===== config.mk =====
export PLATFORM = sky130hd
export DESIGN_NAME = pfp_shift_residue
export DESIGN_NICKNAME = d
export VERILOG_FILES = /design/src/rtl/pfp_pkg.sv /design/src/rtl/pfp_field_split.sv /design/src/rtl/pfp_exp_lane.sv /design/src/rtl/pfp_out_stage.sv /design/src/rtl/pfp_shift_residue.sv
export SDC_FILE = /design/constraint.sdc
export NUM_CORES = 1
export LEC_CHECK = 0
export ABC_AREA = 1
export CORE_AREA = 4 4 102 66
export DETAILED_ROUTE_END_ITERATION = 7
export DIE_AREA = 0 0 106 70
export GPL_TIMING_DRIVEN = 1
export PLACE_DENSITY = 0.74
export SLEW_MARGIN = 10
export SYNTH_ARGS = -nofsm -noshare
export SYNTH_HDL_FRONTEND = slang
export SYNTH_SLANG_ARGS = --single-unit

===== constraint.sdc =====
create_clock -name clk -period 0.8 [get_ports clk]
set_input_delay 0.2 -clock clk [delete_from_list [all_inputs] [get_ports clk]]
set_output_delay 0.2 -clock clk [all_outputs]
set_load 0.01 [all_outputs]

===== src/rtl/pfp_pkg.sv =====
package pfp_pkg;

  localparam int unsigned PFP_SHIFT_W = 4;
  localparam int unsigned PFP_NVAL_W  = 7;
  localparam int unsigned PFP_RES_W   = 5;
  localparam int unsigned PFP_MOD_W   = 8;

  // Which exponentiation circuit a modulus lane receives.
  typedef enum logic [2:0] {
    EXP_PLAIN    = 3'd0,  // m = 2^n
    EXP_MERSENNE = 3'd1,  // m = 2^n - 1
    EXP_FERMAT   = 3'd2,  // m = 2^n + 1
    EXP_GATE23   = 3'd3,  // m = 23, gate-level form
    EXP_TABLE    = 3'd4   // anything else, computed table
  } exp_kind_e;

  function automatic bit is_pow2(int unsigned v);
    return (v != 0) && ((v & (v - 1)) == 0);
  endfunction

  function automatic int unsigned log2_of(int unsigned v);
    int unsigned n;
    n = 0;
    for (int k = 0; k < 31; k++) begin
      if ((32'd1 << k) == v) n = k;
    end
    return n;
  endfunction

  function automatic exp_kind_e kind_of(int unsigned m, int unsigned shift_w);
    if (m == 23 && shift_w == 4) return EXP_GATE23;
    if (is_pow2(m))              return EXP_PLAIN;
    if (is_pow2(m + 1))          return EXP_MERSENNE;
    if (m > 2 && is_pow2(m - 1)) return EXP_FERMAT;
    return EXP_TABLE;
  endfunction

  function automatic int unsigned exp_n_of(int unsigned m, exp_kind_e k);
    case (k)
      EXP_PLAIN:    return log2_of(m);
      EXP_MERSENNE: return log2_of(m + 1);
      EXP_FERMAT:   return log2_of(m - 1);
      default:      return 1;
    endcase
  endfunction

  // 2^s mod 2^n: the one-hot value until it shifts out of range.
  function automatic int unsigned pow2_plain(int unsigned s, int unsigned n);
    return (s < n) ? (32'd1 << s) : 32'd0;
  endfunction

  // 2^s mod (2^n - 1): since 2^n == 1, the one rotates.
  function automatic int unsigned pow2_mersenne(int unsigned s, int unsigned n);
    return 32'd1 << (s % n);
  endfunction

  // 2^s mod (2^n + 1): since 2^n == -1, odd blocks of n are complemented.
  function automatic int unsigned pow2_fermat(int unsigned s, int unsigned n, int unsigned m);
    int unsigned p;
    p = 32'd1 << (s % n);
    return ((s / n) % 2 == 1) ? (m - p) : p;
  endfunction

  // Repeated doubling, used only at elaboration to fill tables.
  function automatic int unsigned pow2_mod_iter(int unsigned s, int unsigned m);
    int unsigned acc;
    acc = 1 % m;
    for (int unsigned k = 0; k < s; k++) acc = (acc * 2) % m;
    return acc;
  endfunction

  // 2^s mod 23: upper bits choose a base of 1, 16, 3 or 2;
  // the low two bits choose the doubled and reduced variant.
  function automatic logic [4:0] pow2_gate23(logic [3:0] s);
    logic a, b;
    logic [4:0] r;
    a = s[3];
    b = s[2];
    case (s[1:0])
      2'd0:    r = {~a & b, 1'b0,   1'b0,   a,      ~b};
      2'd1:    r = {1'b0,   ~a & b, a,      ~b,     ~a & b};
      2'd2:    r = {~a & b, a,      ~b,     ~a & b, 1'b0};
      default: r = {a & b,  ~a,     ~a & b, 1'b0,   a ^ b};
    endcase
    return r;
  endfunction

endpackage


===== src/rtl/pfp_field_split.sv =====
module pfp_field_split #(
  parameter int unsigned SHIFT_W = pfp_pkg::PFP_SHIFT_W,
  parameter int unsigned NVAL_W  = pfp_pkg::PFP_NVAL_W,
  localparam int unsigned COEF_W = SHIFT_W + NVAL_W
) (
  input  logic [COEF_W-1:0]  coef,
  output logic [SHIFT_W-1:0] shift,
  output logic               zero_hit,
  output logic [NVAL_W:0]    nval_full
);

  logic [NVAL_W-1:0] nval_field;

  assign shift      = coef[COEF_W-1 -: SHIFT_W];
  assign nval_field = coef[NVAL_W-1:0];

  // The reserved code is the maximum shift combined with a set top magnitude bit.
  assign zero_hit  = (&shift) & nval_field[NVAL_W-1];
  assign nval_full = zero_hit ? '0 : {1'b1, nval_field};

endmodule


===== src/rtl/pfp_exp_lane.sv =====
module pfp_exp_lane #(
  parameter int unsigned MODULUS = 23,
  parameter int unsigned SHIFT_W = pfp_pkg::PFP_SHIFT_W,
  parameter int unsigned RES_W   = pfp_pkg::PFP_RES_W
) (
  input  logic [SHIFT_W-1:0] shift,
  input  logic               kill,
  output logic [RES_W-1:0]   res
);
  import pfp_pkg::*;

  localparam exp_kind_e   KIND  = kind_of(MODULUS, SHIFT_W);
  localparam int unsigned EXP_N = exp_n_of(MODULUS, KIND);
  localparam int unsigned DEPTH = 1 << SHIFT_W;

  function automatic logic [DEPTH*RES_W-1:0] build_table();
    logic [DEPTH*RES_W-1:0] t;
    t = '0;
    for (int unsigned k = 0; k < DEPTH; k++) begin
      t[k*RES_W +: RES_W] = RES_W'(pow2_mod_iter(k, MODULUS));
    end
    return t;
  endfunction

  logic [RES_W-1:0] raw_res;

  generate
    if (KIND == EXP_PLAIN) begin : g_plain
      always_comb raw_res = RES_W'(pow2_plain(32'(shift), EXP_N));
    end else if (KIND == EXP_MERSENNE) begin : g_mersenne
      always_comb raw_res = RES_W'(pow2_mersenne(32'(shift), EXP_N));
    end else if (KIND == EXP_FERMAT) begin : g_fermat
      always_comb raw_res = RES_W'(pow2_fermat(32'(shift), EXP_N, MODULUS));
    end else if (KIND == EXP_GATE23) begin : g_gate23
      logic [4:0] g23;
      always_comb g23 = pow2_gate23(shift[3:0]);
      always_comb raw_res = RES_W'(g23);
    end else begin : g_table
      localparam logic [DEPTH*RES_W-1:0] TBL = build_table();
      always_comb raw_res = TBL[32'(shift)*RES_W +: RES_W];
    end
  endgenerate

  assign res = kill ? '0 : raw_res;

endmodule


===== src/rtl/pfp_out_stage.sv =====
module pfp_out_stage #(
  parameter int unsigned W       = 8,
  parameter bit          REG_OUT = 1'b1
) (
  input  logic         clk,
  input  logic         rst_n,
  input  logic         in_valid,
  input  logic [W-1:0] d,
  output logic         out_valid,
  output logic [W-1:0] q
);

  generate
    if (REG_OUT) begin : g_reg
      always_ff @(posedge clk or negedge rst_n) begin
        if (!rst_n) begin
          out_valid <= 1'b0;
          q         <= '0;
        end else begin
          out_valid <= in_valid;
          q         <= d;
        end
      end
    end else begin : g_pass
      assign out_valid = in_valid;
      assign q         = d;
    end
  endgenerate

endmodule


===== src/rtl/pfp_shift_residue.sv =====
module pfp_shift_residue #(
  parameter int unsigned SHIFT_W = pfp_pkg::PFP_SHIFT_W,
  parameter int unsigned NVAL_W  = pfp_pkg::PFP_NVAL_W,
  parameter int unsigned RES_W   = pfp_pkg::PFP_RES_W,
  parameter int unsigned NUM_MOD = 8,
  parameter logic [NUM_MOD*pfp_pkg::PFP_MOD_W-1:0] MOD_LIST =
    {8'd17, 8'd19, 8'd23, 8'd25, 8'd27, 8'd29, 8'd31, 8'd32},
  parameter bit          REG_OUT = 1'b1,
  localparam int unsigned COEF_W = SHIFT_W + NVAL_W,
  localparam int unsigned MOD_W  = pfp_pkg::PFP_MOD_W,
  localparam int unsigned BUS_W  = NUM_MOD * RES_W,
  localparam int unsigned PACK_W = 1 + (NVAL_W + 1) + BUS_W
) (
  input  logic              clk,
  input  logic              rst_n,
  input  logic              in_valid,
  input  logic [COEF_W-1:0] coef_in,
  output logic              out_valid,
  output logic              out_zero,
  output logic [NVAL_W:0]   out_nval,
  output logic [BUS_W-1:0]  out_res
);

  logic [SHIFT_W-1:0] shift_val;
  logic               zero_hit;
  logic [NVAL_W:0]    nval_full;
  logic [BUS_W-1:0]   lane_res;
  logic [PACK_W-1:0]  pack_d;
  logic [PACK_W-1:0]  pack_q;

  pfp_field_split #(
    .SHIFT_W (SHIFT_W),
    .NVAL_W  (NVAL_W)
  ) u_split (
    .coef      (coef_in),
    .shift     (shift_val),
    .zero_hit  (zero_hit),
    .nval_full (nval_full)
  );

  generate
    for (genvar i = 0; i < NUM_MOD; i++) begin : g_lane
      localparam int unsigned M_I = int'(MOD_LIST[i*MOD_W +: MOD_W]);
      pfp_exp_lane #(
        .MODULUS (M_I),
        .SHIFT_W (SHIFT_W),
        .RES_W   (RES_W)
      ) u_lane (
        .shift (shift_val),
        .kill  (zero_hit),
        .res   (lane_res[i*RES_W +: RES_W])
      );
    end
  endgenerate

  assign pack_d = {zero_hit, nval_full, lane_res};

  pfp_out_stage #(
    .W       (PACK_W),
    .REG_OUT (REG_OUT)
  ) u_out (
    .clk       (clk),
    .rst_n     (rst_n),
    .in_valid  (in_valid),
    .d         (pack_d),
    .out_valid (out_valid),
    .q         (pack_q)
  );

  assign out_zero = pack_q[PACK_W-1];
  assign out_nval = pack_q[BUS_W +: NVAL_W+1];
  assign out_res  = pack_q[BUS_W-1:0];

endmodule


==> impl_metrics.ini, run 1 <==
[status]
status = finished, violations left
violations = negative setup slack

[timing]
max_slew_margin = 0.814
period_minus_slack_ps = 1460
layout_setup_ws_ps = -656
hold_viol_final = 0
rsz0062_at_grt = yes
setup_violations = 98
max_freq_mhz = 687
min_period_over_period = 1.82
maxSlewViolCount = 0
worstMarginPinSlew_ps = 278

[synth]
synth_ff_type = dfrtp_1
synth_common_cells = 50 x dfrtp_1, 50 x nand2_1, 34 x inv_1, 29 x nor2_1, 23 x a21oi_1
synthTopCellsByArea = dfrtp_1 50%, ha_1 7.6%, nand2_1 7.6%
ys_seq_elements = 50
synth-edff-count = 0
yosysUniqueCellTypes = 34
ys_async_sr_fraction = 1.00
seq_area_frac_synth = 0.505
synth_cells = 272
yosys.area.top_type = dfrtp_1
yosysWarnings = 0
synthesis.nets = 301
synth_area_um2 = 2480
synth_top_area_share = 0.505
syn_area_per_cell_um2 = 9.12

[clock_tree]
clk_pin_slew_ps = 90
cts_tree = built
ctsRootBufferMaster = clkbuf_8
cts_sinks = 50
clock_path_buffers = 2
htree_num_levels = 2
cts_buffers = 5

[final_layout]
fin_nets = 429
insertedDiodeCount = 0
syn2layout_area_growth_pct = 70.7
layout-drive-gt1-share = 0.583
fillers = 409

[global_routing]
grt.overflow.total = 0
antenna_found_initial = 0
grt_max_degree = 51
first_global_vias = 2447
grt_pass1_wl_mm = 12.1
grt_use_total = 0.205

[detailed_routing]
ant_nets = 0
wl_per_cell_um = 15.8
vias = 2384
drtIter0Drc = 108
drtPass1Iterations = 4
wl_mm = 7.66
via_per_inst = 4.93
drc = 0

[critical_path]
worstSetupEndpointType = flop
critPathMaxFanout = 4
arrival_ps = 1660
critPathRequiredTime_ps = 1010
start_kind = input pin
worstSetupPathType = input pin to flop

[floorplanning]
boundaryPins = 64
start_util = 0.425
dieArea_um2 = 7420
fp.dieH_um = 70
die_w_um = 106
rows = 22
fp.coreArea_um2 = 5840

[pwr]
irDropWorstVdd_mv = 0.792
leakagePower_uw = 0.00207
comb_power_share = 0.316
switching_share = 0.324
seqPwrFrac = 0.446
power_uw = 6210
power_switching_uw = 2010
p_int_uw = 4200
clkPwrFrac = 0.238
p_per_area_nw_per_um2 = 1470

[run]
drv_cap = 0

[place]
place_hpwl_mm = 5.10
gp_congestion = 0.915
pre_cts_ws_ps = -1360
port_buffers = 63

[min_path]
hp-class = input pin to flop
logic make-up after synthesis:
kind of cell             share of synthesized area
XOR/XNOR                                   0.00353
buffers and inverters                       0.0752
AND/OR/NAND/NOR                              0.234
adder cells (fa/ha/maj)                     0.0757
flip-flops                                   0.505
AO/OA/AOI/OAI                                0.107
cell type report:
class	count	area [um^2]	share of cell area
Sequential cell	50	1250	0.296
Inverter	38	188	0.0443
Multi-Input combinational cell	175	1510	0.357
Clock inverter	2	13.8	0.00325
Clock buffer	5	68.8	0.0163
Tap cell	84	105	0.0248
Timing Repair Buffer	130	1090	0.258
layout by cell type (no fill, tap or decap), types with 9 or more instances in the layout:
cell type  Yosys  routed
ha_4           0      12
nand2_2        8      14
nor2_1        29      19
buf_4          0      43
nand2_1       50      37
nand2_4        3      10
buf_2          2      40
dfrtp_1       50      50
nor2_2         0       9
a21oi_1       23      12
buf_6          1      29
inv_1         34      23
a21oi_2        1      11
metrics by stage:
stage / std cells / instance area (um^2) / setup TNS (ps) / utilization / hold slack [ps]
after global routing: 484 / 4230 / -38420 / 0.725 / 249
after CTS: 478 / 3990 / -29930 / 0.683 / 233
after global placement: 454 / 3770 / -68060 / 0.647 / 203
after floorplan: 272 / 2750 / -16360 / - / -95.6
final: 484 / 4230 / -34690 / 0.725 / 244
after detailed placement: 454 / 3770 / -69200 / 0.647 / 207
routing by layer:
metal	track usage	vias up	wire length [um]
li1	-	1120	-
met1	0.286	1157	3420
met2	0.321	97	3560
met3	0.0572	10	598
met4	0.0374	0	79
met5	0	-	0
worst max-delay path: stages:
cell and delay [ps]:
buf_8 80, buf_8 120, buf_4 110, buf_6 100
ha_4 140, inv_4 40, nor3_4 270, inv_2 130
o211ai_1 170, o21a_1 220, nor2_1 60
repair_timing:
| action | 4_1_cts | 5_1_grt |
|---|---|---|
| pin swaps | 25 | 27 |
| endpoints found under the setup margin | 99 | 98 |
| hold buffers | 1 | 0 |
| gates cloned | 1 | 0 |
| gates resized for setup | 288 | 58 |
| setup buffers | 16 | 14 |
| hold endpoints to repair | 50 | 0 |
power groups by stage:
stage / combinational (uW) / clock [uW] / sequential, uW
global route: 2110 / 1580 / 2790
floorplan: 782 / 0 / 2930
global placement: 1730 / 0 / 2820
finish: 1960 / 1480 / 2770
CTS: 1770 / 1500 / 2770
detailed placement: 1770 / 0 / 2820
final timing paths:
| path | startpoint | to | slack (ps) | cells after the start |
|---|---|---|---|---|
| worst max-delay path | coef_in[8] | u_out.q[16] | -660 | 11 |
| max in group asynchronous | rst_n | u_out.q[29] | 170 | 3 |
| min in group asynchronous | rst_n | u_out.q[24] | 410 | 3 |
| worst min-delay path | coef_in[10] | u_out.q[25] | 240 | 3 |
registers in the layout, indices dropped and copies added (netlist names):
signal / count
u_out.q: 49
u_out.out_valid: 1
(Power assumes the default switching activity.)
==> run 2, diff against run 1 <==
--- a/config.mk
+++ b/config.mk
@@ -6,9 +6,10 @@
 export NUM_CORES = 1
 export LEC_CHECK = 0
 export ABC_AREA = 1
-export CORE_AREA = 4 4 102 66
+export CAP_MARGIN = 10
+export CORE_AREA = 2 2 100 64
 export DETAILED_ROUTE_END_ITERATION = 7
-export DIE_AREA = 0 0 106 70
+export DIE_AREA = 0 0 102 66
 export GPL_TIMING_DRIVEN = 1
 export PLACE_DENSITY = 0.74
 export SLEW_MARGIN = 10
==> run 2 against run 1 <==
- the flow still finishes with violations (negative setup slack)
- maximum frequency increased by 4.2%
- design area down 2.0%
- power up 5.1%
- global-route usage is 2.2 points higher
- worst hold slack got worse by 6.8 ps
- non-clock buffer count grew 1
- sequential power barely moved
- utilization fell by 1.5 points
- setup slack gained 58 ps
- critical path depth is 1 higher
- critical path type unchanged
- largest cell class unchanged
- largest power group unchanged
- highest routed layer unchanged
==> impl_metrics.ini, run 2 (synthesis results as in run 1) <==
[final_layout]
fillers = 431
layout-drive-gt1-share = 0.535
syn2layout_area_growth_pct = 67.3
fin_nets = 430
regMostFlops = u_out.q
stdcell_count = 486
final_common_cell = dfrtp_1
finish.instance_area_um2 = 4150
multiInputGateArea_um2 = 1390
insertedDiodeCount = 0
seq_area_um2 = 1250
reg_top3 = u_out.q (49), u_out.out_valid (1)
layout_common_cells = 50 x dfrtp_1, 47 x nand2_1, 44 x buf_4, 42 x buf_2, 28 x buf_6
final_util = 0.711
largest_reg_flops = 49

[floorplanning]
start_util = 0.425
boundaryPins = 64
fp.dieH_um = 66
die_w_um = 102
fp.coreArea_um2 = 5840
rows = 22
dieArea_um2 = 6730

[detailed_routing]
wl_per_cell_um = 15.7
via_per_inst = 4.90
drtIter0Drc = 138
vias = 2383
drc = 0
wl_mm = 7.61
drtPass1Iterations = 4
ant_nets = 0

[place]
place_area_um2 = 3710
port_buffers = 63
dpl.cell_count = 451
gp_congestion = 0.876
place_hpwl_mm = 4.84
pre_cts_ws_ps = -1450

[timing]
min_period_over_period = 1.75
max_slew_margin = 0.781
max_freq_mhz = 715
period_minus_slack_ps = 1400
setup_violations = 98
layout_setup_ws_ps = -598
hold_viol_final = 0
holdWs_ps = 237
rsz0062_at_grt = yes
maxSlewViolCount = 0
worstMarginPinSlew_ps = 326

[critical_path]
worstSetupEndpointType = flop
start_kind = input pin
critPathMaxFanout = 7
crit_chain = buf_8 > buf_8 > ha_4 > nand2_8 > nand3_4 > nand2_4 > nand2_4 > nor2_8 > nand2_2 > nand2_2 > nand4_2 > nor3_1
crit_path_top_delay_cell = nor3_1
cp.buffers_inverters = 2
path_delay_family = simple AND/OR/NAND/NOR gates
worstSetupPathType = input pin to flop
arrival_ps = 1610
slowest_delay_ps = 190
critPathRequiredTime_ps = 1020

[global_routing]
grt.overflow.total = 0
grt_busiest_layer = met2
grt_use_total = 0.227
grt_pass1_wl_mm = 11.6
globalRouteMet2Util = 0.366
grt_use_met1 = 0.321
first_global_vias = 2227
grt_max_degree = 26
globalRouteMet3Util = 0.0476
antenna_found_initial = 0

[min_path]
hp-class = input pin to flop

[pwr]
p_per_area_nw_per_um2 = 1570
irDropWorstVdd_mv = 0.872
seqPwrFrac = 0.425
clkPwrFrac = 0.288
switching_share = 0.297
p_int_uw = 4580
leakagePower_uw = 0.00207
comb_power_share = 0.287
power_switching_uw = 1940

[clock_tree]
cts_sinks = 50
clock_path_buffers = 2
htree_num_levels = 2
ctsRootBufferMaster = clkbuf_8
cts_buffers = 5
cts_tree = built
clk_pin_slew_ps = 90

[status]
status = finished, violations left
violations = negative setup slack

[run]
drv_cap = 0
-- run 2: cell types whose count changed in the layout (fill, tap and decap cells not counted), sizes merged --
cell    previous run  this run
bufinv             0         1
buf              121       122
clkbuf             5         6
clkinv             1         0
-- run 2: what timing repair did --
item / CTS / global route
cloned: 2 / 0
resized for setup: 264 / 45
setup endpoints to repair: 99 / 99
hold buffers: 1 / 0
pin swaps: 23 / 17
setup buffers: 14 / 14
endpoints found under the hold margin: 37 / 0
-- run 2: power groups by stage --
stage / clock network, uW / logic (uW) / registers [uW]
CTS: 1920 / 1680 / 2760
global route: 2030 / 2020 / 2790
floorplan: 0 / 782 / 2930
finish: 1880 / 1870 / 2770
global placement: 0 / 1710 / 2810
detailed placement: 0 / 1740 / 2820
-- run 2: worst paths after layout --
| path | from | end | slack (ps) | cells past startpoint |
|---|---|---|---|---|
| setup / recovery | coef_in[8] | u_out.q[9] | -600 | 12 |
| max in group asynchronous | rst_n | u_out.q[7] | 100 | 3 |
| hold / removal | coef_in[10] | u_out.q[25] | 240 | 3 |
| min in group asynchronous | rst_n | u_out.q[19] | 260 | 2 |
-- run 2: cell type report --
class / count / share of cell area
clock buffers: 6 / 0.0199
clock inverters: 2 / 0.00935
inverters: 38 / 0.0446
multi-input cells: 175 / 0.336
flip-flops and latches: 50 / 0.302
well taps: 84 / 0.0253
repair buffers: 131 / 0.263
-- run 2: layer usage --
metal / up-vias / share of wire
li1: 1126 / -
met1: 1118 / 0.45
met2: 123 / 0.45
met3: 16 / 0.087
met4: 0 / 0.018
met5: - / 0
-- run 2: through the flow --
step           power (uW)  setup TNS [ps]
2_1_floorplan        3710          -16360
3_5_place_dp         4550          -67500
4_1_cts              6360          -26940
3_3_place_gp         4530          -65860
5_1_grt              6840          -34880
6_report             6520          -30600
==> run 3, diff against run 2 <==
--- a/config.mk
+++ b/config.mk
@@ -7,11 +7,13 @@
 export LEC_CHECK = 0
 export ABC_AREA = 1
 export CAP_MARGIN = 10
-export CORE_AREA = 2 2 100 64
+export CORE_AREA = 2 2 98 62
+export CTS_BUF_LIST = sky130_fd_sc_hd__clkbuf_8
 export DETAILED_ROUTE_END_ITERATION = 7
-export DIE_AREA = 0 0 102 66
+export DIE_AREA = 0 0 100 64
 export GPL_TIMING_DRIVEN = 1
-export PLACE_DENSITY = 0.74
+export PLACE_DENSITY = 0.78
+export SKIP_LAST_GASP = 1
 export SLEW_MARGIN = 10
 export SYNTH_ARGS = -nofsm -noshare
 export SYNTH_HDL_FRONTEND = slang
==> run 3 against run 2 <==
- critical path type unchanged
- clock-buffer cell count is the same
- the run still ends with negative setup slack left
- maximum frequency grew 0.33%
- non-clock buffer count shrank 6
==> impl_metrics.ini, run 3 (synthesis results as in run 1) <==
[detailed_routing]
ant_nets = 0
via_per_inst = 5.14
wl_mm = 7.83
wl_per_cell_um = 16.8
drc = 0
drtIter0Drc = 196
drtPass1Iterations = 4
vias = 2388

[final_layout]
syn2layout_area_growth_pct = 70.6
final_common_cell = dfrtp_1
regMostFlops = u_out.q
insertedDiodeCount = 0
reg_top3 = u_out.q (49), u_out.out_valid (1)
fin_nets = 424
stdcell_count = 465
layout_common_cells = 50 x dfrtp_1, 39 x buf_2, 36 x nand2_1, 36 x buf_4, 30 x buf_6
seq_area_um2 = 1250
layout-drive-gt1-share = 0.568
largest_reg_flops = 49
multiInputGateArea_um2 = 1480
final_util = 0.774
fillers = 334

[clock_tree]
ctsRootBufferMaster = clkbuf_8
cts_tree = built
htree_num_levels = 2
cts_buffers = 5
clock_path_buffers = 2
clk_pin_slew_ps = 100
cts_sinks = 50

[run]
drv_cap = 0

[place]
gp_congestion = 0.923
port_buffers = 63
place_hpwl_mm = 4.89
pre_cts_ws_ps = -1410
dpl.cell_count = 432

[global_routing]
grt.overflow.total = 0
first_global_vias = 2429
grt_use_total = 0.250
antenna_found_initial = 0
grt_max_degree = 26
grt_pass1_wl_mm = 12.4

[timing]
worstMarginPinSlew_ps = 350
hold_viol_final = 0
period_minus_slack_ps = 1390
holdWs_ps = 208
max_slew_margin = 0.766
min_period_over_period = 1.74
rsz0062_at_grt = yes
maxSlewViolCount = 0
setup_violations = 98
max_freq_mhz = 718
layout_setup_ws_ps = -593

[critical_path]
critPathMaxFanout = 4
worstSetupEndpoint = u_out.q[5]
crit_start = coef_in[8]
arrival_ps = 1630
worstSetupPathType = input pin to flop
critPathRequiredTime_ps = 1030
start_kind = input pin
worstSetupEndpointType = flop

[status]
violations = negative setup slack
status = finished, violations left

[pwr]
irDropWorstVdd_mv = 1.13
p_per_area_nw_per_um2 = 1550
leakagePower_uw = 0.00206

[floorplanning]
rows = 21
die_w_um = 100
fp.dieH_um = 64
dieArea_um2 = 6400
fp.coreArea_um2 = 5470
boundaryPins = 64
start_util = 0.454

[min_path]
hp-class = input pin to flop
[run 3: cell count changes in the layout (fill, tap and decap cells not counted), sizes merged]
cell,change
buf,-6
[run 3: worst min-delay path by stage]
stage                      endpoint         from  slack [ps]  depth (start not counted)
floorplan           u_out.out_valid        rst_n        -100                          0
global placement    u_out.out_valid        rst_n          20                          1
detailed placement  u_out.out_valid        rst_n          20                          1
CTS                     u_out.q[25]  coef_in[10]         210                          3
global route            u_out.q[25]  coef_in[10]         210                          3
finish                  u_out.q[25]  coef_in[10]         210                          3
[run 3: power breakdown]
part / switching [uW] / internal (uW) / total, uW
sequential: 57.7 / 2720 / 2770
combinational: 1050 / 847 / 1900
clock: 860 / 1030 / 1890
total: 1970 / 4590 / 6560
[run 3: cell type report]
type / instances / share of cell area
clock buffers: 6 / 0.0195
multi-input cells: 175 / 0.350
well taps: 69 / 0.0204
repair buffers: 125 / 0.262
inverters: 38 / 0.0432
flip-flops and latches: 50 / 0.296
clock inverters: 2 / 0.00917
[run 3: critical path, cell delays in order]
cell and delay [ps]:
buf_8 110, buf_8 120, ha_4 160, nand2_4 90, nand4_1 210, nand2_2 180, nor2_2 40, nand2_1 50
nand2_1 60, a21oi_2 200, nand2_1 100, nor2_1 100
[run 3: metrics by stage]
step / instance area, um^2 / power (uW) / TNS (ps)
after detailed placement: 3680 / 4550 / -65710
final: 4230 / 6560 / -32880
after floorplan: 2750 / 3710 / -16360
after CTS: 4030 / 6430 / -26340
after global routing: 4230 / 6870 / -36170
after global placement: 3680 / 4510 / -64730
[run 3: timing repair]
item	4_1_cts	5_1_grt
resized for setup	298	40
pin swaps	31	19
endpoints found under the hold margin	50	0
hold buffers	1	0
endpoints found under the setup margin	99	97
cloned	4	0
setup buffers	16	9
[run 3: metal layers]
metal,global-route usage,part of all wire,up-vias,routed length (um)
li1,-,-,1121,-
met1,0.336,0.43,1147,3370
met2,0.411,0.47,111,3690
met3,0.0646,0.088,9,691
met4,0.0531,0.010,0,80
met5,0,0,-,0
